--- src/rtl/ccFlagPkg.sv ---
package ccFlagPkg;

  typedef enum logic [2:0] {
    OP_ADD = 3'd0,
    OP_SUB = 3'd1,
    OP_CMP = 3'd2,
    OP_AND = 3'd3,
    OP_OR  = 3'd4,
    OP_XOR = 3'd5,
    OP_INC = 3'd6,
    OP_DEC = 3'd7
  } opKind_e;

  typedef enum logic [2:0] {
    BR_EQ   = 3'd0,
    BR_NE   = 3'd1,
    BR_LT   = 3'd2,
    BR_LE   = 3'd3,
    BR_GT   = 3'd4,
    BR_GE   = 3'd5,
    BR_RSV6 = 3'd6,
    BR_RSV7 = 3'd7
  } brKind_e;

  typedef enum logic [1:0] {
    LOG_AND  = 2'd0,
    LOG_OR   = 2'd1,
    LOG_XOR  = 2'd2,
    LOG_NONE = 2'd3
  } logicSel_e;

  // strobes from control to datapath
  typedef struct packed {
    logic      useDst;   // operand A is dstPrev, operand B is one
    logic      doSub;    // arithmetic path subtracts
    logic      isLogic;  // result comes from the logic path
    logicSel_e logicSel;
    logic      writeDst;
    logic      updFlags;
  } ctrlStrobe_t;

  typedef struct packed {
    logic sign;
    logic zero;
    logic carry;
    logic parity;
    logic ovf;
  } flagSet_t;

endpackage

--- src/rtl/ccFlagCtrl.sv ---
module ccFlagCtrl
  import ccFlagPkg::*;
(
  input  logic        opValid,
  input  opKind_e     opCode,
  input  logic        brEn,
  input  brKind_e     brCond,
  input  logic        flagSign,
  input  logic        flagZero,
  input  logic        flagOvf,
  output ctrlStrobe_t strobe,
  output logic        brTaken
);

  // operation decode
  always_comb begin
    strobe          = '0;
    strobe.logicSel = LOG_NONE;
    strobe.updFlags = opValid;
    strobe.writeDst = opValid && (opCode != OP_CMP);
    unique case (opCode)
      OP_ADD: ;
      OP_SUB: strobe.doSub = 1'b1;
      OP_CMP: strobe.doSub = 1'b1;
      OP_AND: begin strobe.isLogic = 1'b1; strobe.logicSel = LOG_AND; end
      OP_OR:  begin strobe.isLogic = 1'b1; strobe.logicSel = LOG_OR;  end
      OP_XOR: begin strobe.isLogic = 1'b1; strobe.logicSel = LOG_XOR; end
      OP_INC: strobe.useDst = 1'b1;
      OP_DEC: begin strobe.useDst = 1'b1; strobe.doSub = 1'b1; end
      default: ;
    endcase
  end

  // branch condition evaluation on stored flags
  logic signedLess;
  logic condHit;

  assign signedLess = flagSign ^ flagOvf;

  always_comb begin
    unique case (brCond)
      BR_EQ:   condHit = flagZero;
      BR_NE:   condHit = !flagZero;
      BR_LT:   condHit = signedLess;
      BR_LE:   condHit = signedLess || flagZero;
      BR_GT:   condHit = !signedLess && !flagZero;
      BR_GE:   condHit = !signedLess;
      default: condHit = 1'b0;
    endcase
  end

  assign brTaken = brEn && condHit;

endmodule

--- src/rtl/ccFlagPath.sv ---
module ccFlagPath
  import ccFlagPkg::*;
#(
  parameter int DATA_W = 32
) (
  input  logic              clk,
  input  logic              rstN,
  input  ctrlStrobe_t       strobe,
  input  logic [1:0]        wSel,
  input  logic [DATA_W-1:0] srcA,
  input  logic [DATA_W-1:0] srcB,
  input  logic [DATA_W-1:0] dstPrev,
  output logic [DATA_W-1:0] dstOut,
  output logic              dstWrite,
  output flagSet_t          flagQ
);

  localparam int NBYTES = DATA_W / 8;
  localparam int BCNT_W = $clog2(NBYTES + 1);
  localparam int IDX_W  = $clog2(DATA_W + 1);

  logic [BCNT_W-1:0] activeBytes;
  logic [IDX_W-1:0]  topIdx;
  logic [IDX_W-1:0]  carryIdx;
  logic [NBYTES-1:0] byteLive;
  logic [DATA_W-1:0] mask;
  logic [DATA_W-1:0] opA;
  logic [DATA_W-1:0] opB;
  logic [DATA_W-1:0] aM;
  logic [DATA_W-1:0] bM;
  logic [DATA_W-1:0] logicRes;
  logic [DATA_W-1:0] resM;
  logic [DATA_W:0]   sumW;
  logic [DATA_W:0]   diffW;
  logic [DATA_W:0]   arithW;
  logic              aTop;
  logic              bTop;
  logic              rTop;
  flagSet_t          flagNext;

  // width decode
  always_comb begin
    unique case (wSel)
      2'b00: begin activeBytes = BCNT_W'(1); topIdx = IDX_W'(7);  end
      2'b01: begin activeBytes = BCNT_W'(2); topIdx = IDX_W'(15); end
      default: begin
        activeBytes = BCNT_W'(NBYTES);
        topIdx      = IDX_W'(DATA_W - 1);
      end
    endcase
  end

  assign carryIdx = topIdx + IDX_W'(1);

  // per-byte lane mask and destination merge
  for (genvar i = 0; i < NBYTES; i++) begin : g_lane
    assign byteLive[i]      = activeBytes > BCNT_W'(i);
    assign mask[8*i +: 8]   = {8{byteLive[i]}};
    assign dstOut[8*i +: 8] = (strobe.writeDst && byteLive[i]) ? resM[8*i +: 8]
                                                               : dstPrev[8*i +: 8];
  end

  assign dstWrite = strobe.writeDst;

  // operand selection
  assign opA = strobe.useDst ? dstPrev : srcA;
  assign opB = strobe.useDst ? DATA_W'(1) : srcB;
  assign aM  = opA & mask;
  assign bM  = opB & mask;

  // arithmetic: masked operands, so bit carryIdx is the carry or borrow
  assign sumW   = {1'b0, aM} + {1'b0, bM};
  assign diffW  = {1'b0, aM} - {1'b0, bM};
  assign arithW = strobe.doSub ? diffW : sumW;

  always_comb begin
    unique case (strobe.logicSel)
      LOG_AND: logicRes = aM & bM;
      LOG_OR:  logicRes = aM | bM;
      LOG_XOR: logicRes = aM ^ bM;
      default: logicRes = '0;
    endcase
  end

  assign resM = (strobe.isLogic ? logicRes : arithW[DATA_W-1:0]) & mask;

  assign aTop = aM[topIdx];
  assign bTop = bM[topIdx];
  assign rTop = resM[topIdx];

  always_comb begin
    flagNext.sign   = rTop;
    flagNext.zero   = ~|resM;
    flagNext.parity = ~^resM[7:0];
    if (strobe.isLogic) begin
      flagNext.carry = 1'b0;
      flagNext.ovf   = 1'b0;
    end else begin
      flagNext.carry = arithW[carryIdx];
      flagNext.ovf   = strobe.doSub ? ((aTop != bTop) && (rTop != aTop))
                                    : ((aTop == bTop) && (rTop != aTop));
    end
  end

  always_ff @(posedge clk or negedge rstN) begin
    if (!rstN)                flagQ <= '0;
    else if (strobe.updFlags) flagQ <= flagNext;
  end

  assert_narrow_keep_R2: assert property (@(posedge clk) disable iff (!rstN)
    (wSel == 2'b00) |-> (dstOut[DATA_W-1:8] == dstPrev[DATA_W-1:8]));

  assert_nowrite_passthru_R7: assert property (@(posedge clk) disable iff (!rstN)
    !dstWrite |-> (dstOut == dstPrev));

  assert_logic_clears_carry_R5: assert property (@(posedge clk) disable iff (!rstN)
    (strobe.updFlags && strobe.isLogic) |=> !flagQ.carry);

  assert_flags_hold_R8: assert property (@(posedge clk) disable iff (!rstN)
    !strobe.updFlags |=> $stable(flagQ));

endmodule

--- src/rtl/ccFlagUnit.sv ---
module ccFlagUnit
  import ccFlagPkg::*;
#(
  parameter int DATA_W = 32
) (
  input  logic              clk,
  input  logic              rstN,
  input  logic              opValid,
  input  logic [2:0]        opCode,
  input  logic [1:0]        opWidth,
  input  logic [DATA_W-1:0] srcA,
  input  logic [DATA_W-1:0] srcB,
  input  logic [DATA_W-1:0] dstPrev,
  input  logic              brEn,
  input  logic [2:0]        brCond,
  output logic [DATA_W-1:0] dstOut,
  output logic              dstWrite,
  output logic              flagSign,
  output logic              flagZero,
  output logic              flagCarry,
  output logic              flagParity,
  output logic              brTaken
);

  ctrlStrobe_t strobe;
  flagSet_t    flagQ;

  ccFlagCtrl u_ctrl (
    .opValid  (opValid),
    .opCode   (opKind_e'(opCode)),
    .brEn     (brEn),
    .brCond   (brKind_e'(brCond)),
    .flagSign (flagQ.sign),
    .flagZero (flagQ.zero),
    .flagOvf  (flagQ.ovf),
    .strobe   (strobe),
    .brTaken  (brTaken)
  );

  ccFlagPath #(.DATA_W(DATA_W)) u_path (
    .clk      (clk),
    .rstN     (rstN),
    .strobe   (strobe),
    .wSel     (opWidth),
    .srcA     (srcA),
    .srcB     (srcB),
    .dstPrev  (dstPrev),
    .dstOut   (dstOut),
    .dstWrite (dstWrite),
    .flagQ    (flagQ)
  );

  assign flagSign   = flagQ.sign;
  assign flagZero   = flagQ.zero;
  assign flagCarry  = flagQ.carry;
  assign flagParity = flagQ.parity;

  assert_branch_eq_R9: assert property (@(posedge clk) disable iff (!rstN)
    (brEn && brCond == 3'd0) |-> (brTaken == flagZero));

  assert_branch_idle_R10: assert property (@(posedge clk) disable iff (!rstN)
    !brEn |-> !brTaken);

endmodule

--- config.mk ---
export PLATFORM = sky130hd
export DESIGN_NAME = ccFlagUnit
export DESIGN_NICKNAME = d
export VERILOG_FILES = /design/src/rtl/ccFlagPkg.sv /design/src/rtl/ccFlagCtrl.sv /design/src/rtl/ccFlagPath.sv /design/src/rtl/ccFlagUnit.sv
export SDC_FILE = /design/constraint.sdc
export NUM_CORES = 1
export LEC_CHECK = 0
export ABC_AREA = 1
export BUFFER_PORTS_ARGS = -buffer_cell sky130_fd_sc_hd__buf_4
export CAP_MARGIN = 20
export CELL_PAD_IN_SITES_DETAIL_PLACEMENT = 0
export CELL_PAD_IN_SITES_GLOBAL_PLACEMENT = 1
export CORE_MARGIN = 3
export CORE_UTILIZATION = 34
export CTS_BUF_LIST = sky130_fd_sc_hd__clkbuf_2 sky130_fd_sc_hd__clkbuf_4 sky130_fd_sc_hd__clkbuf_8
export DETAILED_ROUTE_END_ITERATION = 6
export GPL_TIMING_DRIVEN = 0
export PLACE_DENSITY_LB_ADDON = 0.1
export SYNTH_ARGS = -nofsm -noshare
export SYNTH_HDL_FRONTEND = slang
export SYNTH_HIERARCHICAL = 1
export SYNTH_SLANG_ARGS = --single-unit
export TNS_END_PERCENT = 50
--- constraint.sdc ---
create_clock -name clk -period 4.3 [get_ports clk]
set_input_delay 0.645 -clock clk [delete_from_list [all_inputs] [get_ports clk]]
set_output_delay 0.645 -clock clk [all_outputs]
set_load 0.02 [all_outputs]
==> run summary <==
0 antenna diodes ended up in the layout. Cells with a size suffix above 1 make up 36.90% of the layout. The time the worst path needs with I/O delays and setup is 4.962 ns, and the arrival time of the worst setup path is 4.32 ns.

Critical path's most frequent cell: sky130_fd_sc_hd__nor2_4. The total internal power is 1122 uW, and the count of nets left with antenna violations after detail routing is 0. Relative to the synthesized area, the layout overhead comes to 59.20%. The synthesized design contains 5 register bits.

On the critical path, the stage with the largest delay is an instance of sky130_fd_sc_hd__xor2_2. No sink is reached through more buffers than the 2 on the longest clock path. STA classifies the critical path endpoint as an output pin. For this configuration, the core starts out at a cell density of 34.98%. The number of clock buffers inserted by TritonCTS came out at 3. TritonCTS built the clock tree. The flow ran to the end, but the final reports show violations. The largest registers in the layout are u_path/flagQ: 5 flops.

The library cells used most frequently in the layout, excluding fill and tap cells, are 342 x sky130_fd_sc_hd__nand2_1, 225 x sky130_fd_sc_hd__inv_1, 204 x sky130_fd_sc_hd__buf_4. Leaving out fill and tap cells, the most frequent cell in the layout is sky130_fd_sc_hd__nand2_1. The die is 148.4 microns tall.

The clock network accounts for 3.4% of the total power. Before antenna repair, the detailed router went through 5 iterations. The tools report the final weighted congestion in routability-driven placement as 0.9543.

The final number of hold-violating endpoints was 0; the least setup slack across all paths after layout was -0.6620 ns. Among cell families on the critical path, the largest total delay comes from simple AND/OR/NAND/NOR gates. The die is 148.4 microns wide. The cell area that synthesis handed to floorplanning was 6897 sq um. The wire-length estimate of the detail-placed layout is 27120 microns.

The logs give 1556 for the post-synthesis net count and 55.68% for the utilization of the core after routing. 146 I/O pins were placed. STA classifies the critical path startpoint as a primary input. The total power draw came out at 2751 uW. The count of input and output buffers was 145.

The tools report the final standard cell count with taps included and fillers excluded as 1845. The number of global-route vias before repair was 9012; the total overflow reported by the global router was 0. In this run the core area contains 51 standard-cell rows. Setup violations remaining at the end of the flow were counted as 29. Slew at the pin with the worst max-slew slack: 1.039 ns. The highest fanout seen on the critical path is 5, and the total track usage is 29.38%. The worst min-delay path category was primary input to asynchronous set/reset pin. The die covers 22030 sq um. STA puts the critical path data required time at 3.65 ns. The logs give 33750 microns for the post-detailed-routing wire length and 2.4% for the share of total power in sequential cells.

Summed over all instances, the cell type with the most area after synthesis is sky130_fd_sc_hd__nand2_1. Max-slew violation count: 0. On the worst path, the slowest cell contributes a delay of 0.30 ns. The tools report the total via count after detailed routing as 9317. The final layout contains 1788 nets. The maximum clock skew at final layout was 0 ns.

The clock slew at the register clock pins of the worst setup and hold paths works out to 0.04 ns. More flip-flops sit in one register than any other, and that register is u_path/flagQ. The run gives 6 as the number of warning messages in the yosys log. The register with the most flip-flops in the layout has 5 of them. The cell sitting at the root of the clock tree is a sky130_fd_sc_hd__clkbuf_8. The tools report the DRC violation total after the first TritonRoute iteration as 758.

The switching part of the total power is 59.24%. IR analysis of the VDD net gives a maximum drop of 0.1911 mV. The post-synthesis area per instance came out at 5.112 sq um.

The tool flagged a number of max-cap violations equal to 0. The path type of the worst setup path was primary input to output pin. For the initial antenna violation count, the log shows 0.

Sequential cells were found to cover 1.814% of the synthesized design area. Setup repair after global routing could not meet its margin everywhere. The level count of the clock H-tree came out at 1. The number of buffers and inverters on the critical path came out at 5. After synthesis, the largest area contributor takes up 24.17% of total cell area.

The first global-routing pass estimated 50420 microns of wire. Power per cell area: 250.6 nW/um^2. The tools report the total DRC errors in the routed layout as 0. The checks that failed: negative setup slack. The worst max-slew margin expressed relative to the limit came out at 30.75%.

The number of hold buffers added after cts was 0. In the routed layout, each cell is associated on average with a via count of 5.050. In the finished design, the share of the clock period the worst path needs comes to 115.4%. The tools report the area of the placeable core as 19720 sq um.

The number of placed instances, taps included, is 1759. Entering global routing, the biggest net connects 12 pins. After technology mapping, the gate count stands at 1349. Yosys attributes the largest share of cell area to sky130_fd_sc_hd__nand2_1 24%, sky130_fd_sc_hd__ha_1 18%, sky130_fd_sc_hd__inv_1 14%. In this run, distinct cell masters in the synthesized netlist total 41. For this design the static power due to leakage is 0.005897 uW. The tree built by TritonCTS fans out to 5 sinks. Dividing the detail-routed wire length by the instance count gives 18.29 microns. The tools report the part of the power in combinational logic as 94.2%. The logs give 0.22 ns for the insertion delay of the later-clocked pin in the worst-skew pair and 0.2150 ns for the minimum hold slack. The maximum achievable frequency is 0.2015 GHz. The switching power summed over all nets came out at 1630 uW.
-- power groups by stage --
stage	Sequential (uW)	Combinational, uW	Clock (uW)
floorplan	74.4	1260	0
global placement	65.6	1900	0
detailed placement	65.9	1900	0
CTS	65.4	2340	96.9
global route	67.5	2810	101
finish	64.8	2590	94.2
-- cells by family (layout without fill, tap and decap cells) --
family,Yosys count,in the layout,share of synthesized area (%)
DFF,5,5,1.814
buffers and inverters,297,527,16.56
AOI/OAI and AO/OA,186,186,14.53
adders and majority gates,99,99,18.07
xor gates and xnor gates,41,41,5.207
and+or+nand+nor,721,722,43.81
-- what timing repair did --
item | CTS | global route
gates cloned | 1 | 0
pin swaps | 98 | 108
buffers inserted | 71 | 14
gates resized for setup | 281 | 130
setup endpoints to repair | 36 | 35
-- metrics by stage --
stage | setup TNS (ns) | worst slack, ns | area, sq um
floorplan | -0.4942 | -0.08571 | 7253
global placement | -31.76 | -1.265 | 8673
detailed placement | -31.23 | -1.215 | 8673
CTS | -9.470 | -0.5155 | 10340
global route | -15.38 | -0.7497 | 10980
finish | -10.40 | -0.6620 | 10980
-- cell usage after synthesis, drive strengths merged --
master and n:
dfrtp 5, nor3 33, nand2 448, clkbuf 25, a21oi 70, fa 1, o22ai 2, xor2 38
inv 258, o21a 1, o211ai 6, nor2 137, a31oi 4, o31ai 1, buf 13, o21ai 90
ha 98, a211oi 3, or2 11, xnor2 3, o2111ai 6, clkinv 1, a21o 2, nand3 72
and2 5, nand4 15, a221oi 1
-- worst paths after layout --
path                                              from                           to  slack, ns  cells after the start
hold reg to reg            u_path/flagQ[2]$_DFFE_PN0P_  u_path/flagQ[2]$_DFFE_PN0P_       0.48                      2
setup / recovery                             opCode[1]                   dstOut[28]      -0.66                     30
hold / removal                                    rstN  u_path/flagQ[0]$_DFFE_PN0P_       0.22                      1
max in group asynchronous                         rstN  u_path/flagQ[2]$_DFFE_PN0P_       3.98                      1
min in group clk           u_path/flagQ[2]$_DFFE_PN0P_  u_path/flagQ[2]$_DFFE_PN0P_       0.48                      2
setup reg to reg           u_path/flagQ[3]$_DFFE_PN0P_  u_path/flagQ[3]$_DFFE_PN0P_       3.63                      2
-- routing by layer --
layer / GRT usage (%) / share of wire, % / vias to the layer above / routed length (microns)
li1: - / - / 4666 / -
met1: 42.71 / 46 / 4304 / 15440
met2: 46.12 / 45 / 314 / 15070
met3: 4.845 / 7.6 / 33 / 2580
met4: 5.266 / 1.9 / 0 / 656
met5: 0 / 0 / - / 0
-- layout make-up --
class | count | area [sq um]
clock buffers | 4 | 48.80
flip-flops and latches | 5 | 125.1
fillers | 2055 | 8738
plain buffers | 34 | 212.7
well taps | 265 | 331.6
inverters | 259 | 1008
multi-input cells | 1048 | 7391
repair buffers | 230 | 1862
Power figures use the tool's default switching activity.
